`src/rtl/booth_lr_pkg.sv`:
```
package booth_lr_pkg;

    typedef struct packed {
        logic zero;
        logic pos1;
        logic pos2;
        logic neg1;
        logic neg2;
    } mult_sel_t;

    function automatic mult_sel_t decode_group(input logic [2:0] g);
        mult_sel_t s;
        s = '0;
        unique case (g)
            3'b000, 3'b111: s.zero = 1'b1;
            3'b001, 3'b010: s.pos1 = 1'b1;
            3'b011:         s.pos2 = 1'b1;
            3'b100:         s.neg2 = 1'b1;
            default:        s.neg1 = 1'b1;
        endcase
        return s;
    endfunction

endpackage

```
`src/rtl/booth_sel_decoder.sv`:
```
module booth_sel_decoder
    import booth_lr_pkg::*;
(
    input  logic [2:0] grp,
    output mult_sel_t  sel
);
    always_comb sel = decode_group(grp);
endmodule

```
`src/rtl/prefix_incrementer.sv`:
```
module prefix_incrementer #(
    parameter int W = 9
) (
    input  logic [W-1:0] a,
    output logic [W-1:0] y
);
    localparam int L = (W > 1) ? $clog2(W) : 1;

    logic [L:0][W-1:0] pre;
    logic [W-1:0]      cin;

    assign pre[0] = a;

    for (genvar l = 0; l < L; l++) begin : g_lvl
        for (genvar i = 0; i < W; i++) begin : g_bit
            if (i >= (1 << l)) begin : g_join
                assign pre[l+1][i] = pre[l][i] & pre[l][i-(1<<l)];
            end else begin : g_pass
                assign pre[l+1][i] = pre[l][i];
            end
        end
    end

    for (genvar i = 0; i < W; i++) begin : g_sum
        if (i == 0) begin : g_lsb
            assign cin[i] = 1'b1;
        end else begin : g_hi
            assign cin[i] = pre[L][i-1];
        end
        assign y[i] = a[i] ^ cin[i];
    end

    // the prefix tree must match an arithmetic increment
    always_comb begin
        p_inc_exact_r7: assert (y == W'(a + 1'b1))
            else $error("prefix incrementer mismatch");
    end
endmodule

```
`src/rtl/zero_mux_row.sv`:
```
module zero_mux_row #(
    parameter int W = 10
) (
    input  logic [3:0]   sel,
    input  logic [W-1:0] d0,
    input  logic [W-1:0] d1,
    input  logic [W-1:0] d2,
    input  logic [W-1:0] d3,
    output logic [W-1:0] q
);
    for (genvar i = 0; i < W; i++) begin : g_col
        assign q[i] = |(sel & {d3[i], d2[i], d1[i], d0[i]});
    end

    // at most one data input may be steered to the row
    always_comb begin
        p_sel_onehot0_r1: assert ($onehot0(sel))
            else $error("more than one mux select active");
    end
endmodule

```
`src/rtl/booth_lastrow_gen.sv`:
```
module booth_lastrow_gen
    import booth_lr_pkg::*;
#(
    parameter int N = 8
) (
    input  logic [N-1:0] mcand,
    input  logic [2:0]   grp,
    output logic [N+1:0] row
);
    localparam int WE = N + 1;
    localparam int WR = N + 2;

    mult_sel_t     sel;
    logic [WE-1:0] x_ext;
    logic [WE-1:0] neg_x;
    logic [WR-1:0] m_p1, m_p2, m_n1, m_n2;

    booth_sel_decoder u_dec (
        .grp (grp),
        .sel (sel)
    );

    assign x_ext = {mcand[N-1], mcand};

    prefix_incrementer #(.W(WE)) u_inc (
        .a (~x_ext),
        .y (neg_x)
    );

    assign m_p1 = {x_ext[WE-1], x_ext};
    assign m_p2 = {x_ext, 1'b0};
    assign m_n1 = {neg_x[WE-1], neg_x};
    assign m_n2 = {neg_x, 1'b0};

    zero_mux_row #(.W(WR)) u_mux (
        .sel ({sel.neg2, sel.neg1, sel.pos2, sel.pos1}),
        .d0  (m_p1),
        .d1  (m_p2),
        .d2  (m_n1),
        .d3  (m_n2),
        .q   (row)
    );

    always_comb begin
        // a zero select empties the row
        p_zero_row_r1: assert (!sel.zero || row == '0)
            else $error("zero group gave nonzero row");
        // +X select passes the sign-extended multiplicand
        p_pos_row_r2: assert (!sel.pos1 || row == {{2{mcand[N-1]}}, mcand})
            else $error("+X row wrong");
        // doubled negative multiple has a clear low bit
        p_neg2_lsb_r4: assert (!sel.neg2 || row[0] == 1'b0)
            else $error("-2X row low bit set");
        // -X row plus X is zero modulo the row width
        p_neg_sum_r5: assert (!sel.neg1 || WR'(row + {{2{mcand[N-1]}}, mcand}) == '0)
            else $error("-X row wrong");
    end
endmodule

```
`config.mk`:
```
export PLATFORM = sky130hd
export DESIGN_NAME = booth_lastrow_gen
export DESIGN_NICKNAME = d
export VERILOG_FILES = /design/src/rtl/booth_lr_pkg.sv /design/src/rtl/booth_sel_decoder.sv /design/src/rtl/prefix_incrementer.sv /design/src/rtl/zero_mux_row.sv /design/src/rtl/booth_lastrow_gen.sv
export SDC_FILE = /design/constraint.sdc
export NUM_CORES = 1
export LEC_CHECK = 0
export BUFFER_PORTS_ARGS = -buffer_cell sky130_fd_sc_hd__buf_4
export CORE_AREA = 2 2 39 41
export DETAILED_ROUTE_END_ITERATION = 7
export DIE_AREA = 0 0 41 43
export PLACE_DENSITY_LB_ADDON = 0.12
export SYNTH_ARGS = -nofsm -noshare
export SYNTH_HDL_FRONTEND = slang
export SYNTH_SLANG_ARGS = --single-unit
```
`constraint.sdc`:
```
create_clock -name vclk -period 1.7
set_input_delay 0.255 -clock vclk [all_inputs]
set_output_delay 0.255 -clock vclk [all_outputs]
set_load 0.01 [all_outputs]
```
==> flow_metrics.env <==
export IMPL_drt_antenna_violating_nets=0
export IMPL_worst_slack_ns=-0.265
export IMPL_die_w_um=41
export IMPL_synth_commonest_cells="o21ai_0, nand2_1, clkbuf_1"
export IMPL_arrival_ns=1.71
export IMPL_n_antenna_cell=0
export IMPL_end_kind="output port"
export IMPL_first_global_vias=599
export IMPL_ios=21
export IMPL_pwr_density_cell_mw_per_mm2=287
export IMPL_syn_inst=78
export IMPL_portBuffers=21
export IMPL_ys_seq_area_share_pct=0
export IMPL_yosysWarnings=0
export IMPL_grt_usage_pct=19.8
export IMPL_worstMarginPinSlew_ns=0.404
export IMPL_cp_start_kind="input pin"
export IMPL_synthTopCellsByArea="o21ai_0, xnor2_1, or3_1, mux2_2, mux4_2"
export IMPL_cp_required_ns=1.44
export IMPL_slew_headroom_pct=73.0
export IMPL_grt_max_degree=16
export IMPL_viasPerCell=5.84
export IMPL_grt_overflow=0
export IMPL_violations="negative setup slack"
export IMPL_min_delay_worst_endpoint="row[6]"
export IMPL_avgSynthCellArea_um2=6.54
export IMPL_dr_wl_met2_um=842
export IMPL_core_area_mm2=0.00138
export IMPL_nClkBuffers=0
export IMPL_yosysTopAreaCellShare_pct=7.84
export IMPL_totalWireLength_um=1710
export IMPL_p_leak_nw=0.417
export IMPL_wl_per_cell_um=13.6
export IMPL_maxSlewViolCount=0
export IMPL_vias=730
export IMPL_wl_met3_um=75
export IMPL_antenna_found_initial=0
export IMPL_synth_fp_nets=90
export IMPL_drive_above_1_share_pct=56.0
export IMPL_rows=14
export IMPL_crit_top_cell="buf_6"
export IMPL_setup_violations=7
export IMPL_drcViolationCount=0
export IMPL_critPathMaxFanout=2
export IMPL_fin_hold_ws_ns=0.883
export IMPL_irDropWorstVdd_uv=149
export IMPL_floorplan_initialDensity_pct=36.9
export IMPL_seq_cells=0
export IMPL_cap_violations=0
export IMPL_hold_start="mcand[5]"
export IMPL_gp_congestion=0.787
export IMPL_first_pass_iters=4
export IMPL_die_h_um=43
export IMPL_layout_nets=123
export IMPL_hold_buffers=0
export IMPL_slowest_stage="or4_4"
export IMPL_fin_crit_sh_pct=116
export IMPL_regArea_um2=0
export IMPL_dieArea_mm2=0.00176
export IMPL_worstHoldPathCells=3
export IMPL_hold_viol_final=0
export IMPL_synth_top_area_cell="o21ai_0"
export IMPL_path_class="in2out"
export IMPL_hpwl_um=1170
export IMPL_status="finished with violations"
export IMPL_synth_cell_type_count=39
export IMPL_first_iter_violations=15
export IMPL_finalWorstPathRequiredPeriod_ns=1.97
export IMPL_worstHoldPathType="in2out"
export IMPL_max_clock_freq_ghz=0.509
export IMPL_worstPathCellList="buf_6 > or4_4 > or3_1 > and3_1 > a221o_1 > buf_6"
export IMPL_rsz0062_at_grt="true"
export IMPL_drt_met1_wl_um=788
export IMPL_grt_pass1_wl_um=2590
export IMPL_synthToLayoutAreaGrowth_pct=89.0
export IMPL_synth_most_common_cell="o21ai_0"
export IMPL_final_util_pct=69.7
export IMPL_syn_area_um2=510
export IMPL_top_layer="met3"
export IMPL_slowest_delay_ns=0.52
-- critical path, delay by kind of cell --
| family | cells | cell delay [ns] |
|---|---|---|
| AND/OR/NAND/NOR | 3 | 0.98 |
| buffers and inverters | 2 | 0.21 |
| AO/OA/AOI/OAI | 1 | 0.27 |
-- cell usage in the layout, fill, tap and decap left out, types with 2 or more instances in the layout --
master    instances
nor2b_1           2
o21ai_0           6
and2_1            2
o21ai_1           2
o22ai_1           2
or3_1             4
a31oi_1           2
a21o_1            2
mux2_2            2
nand2_1           6
inv_1             2
xnor2_1           2
nand3_1           2
buf_6            12
buf_4            24
a31o_2            2
nand2b_1          3
nor2_1            2
-- cells by family after synthesis --
| family | count (synthesis) | share of synthesized area (%) |
|---|---|---|
| buffers and inverters | 10 | 7.60 |
| muxes | 4 | 10.8 |
| AOI/OAI and AO/OA | 30 | 40.4 |
| and+or+nand+nor | 29 | 31.9 |
| xor gates and xnor gates | 4 | 6.86 |
| adders and majority gates | 1 | 2.45 |
-- layer usage --
layer	GRT usage, %	vias up
met2	31.9	20
met4	0	0
met1	30.7	349
met5	0	-
li1	-	361
met3	0	0
-- metrics by stage --
| stage | setup slack [ns] | cells | instance area [um2] | power, W | setup TNS [ns] |
|---|---|---|---|---|---|
| CTS | -0.313 | 125 | 892 | 0.000255 | -1.19 |
| global route | -0.309 | 125 | 965 | 0.000298 | -1.40 |
| finish | -0.265 | 125 | 965 | 0.000277 | -1.06 |
| detailed placement | -0.329 | 123 | 811 | 0.000229 | -1.71 |
| floorplan | -0.197 | 78 | 568 | 0.000124 | -0.197 |
| global placement | -0.321 | 123 | 811 | 0.000227 | -1.76 |
-- layout make-up --
class                      instances  area, um2
multi-input combinational         68        579
tap                               16       20.0
timing repair buffer              37        335
fill                             119        419
inverter                           4       30.0
-- repair_timing --
item / in CTS / in global routing
pin swaps: 11 / 6
cloned: 0 / 0
endpoints found under the setup margin: 8 / 8
resized for setup: 19 / 12
setup buffers: 2 / 0
-- where the power goes --
group,internal [W],switching (W)
sequential,0,0
combinational,0.000153,0.000123
clock,0,0
total,0.000153,0.000123
-- worst max-delay path by stage --
stage          startpoint  endpoint  slack (ns)  cells after the start
2_1_floorplan    mcand[0]    row[6]       -0.20                      5
3_3_place_gp     mcand[0]    row[6]       -0.32                      6
3_5_place_dp     mcand[0]    row[6]       -0.33                      6
4_1_cts          mcand[2]    row[6]       -0.31                      6
5_1_grt          mcand[2]    row[6]       -0.31                      6
6_report         mcand[2]    row[6]       -0.27                      6
(Power assumes the default switching activity.)
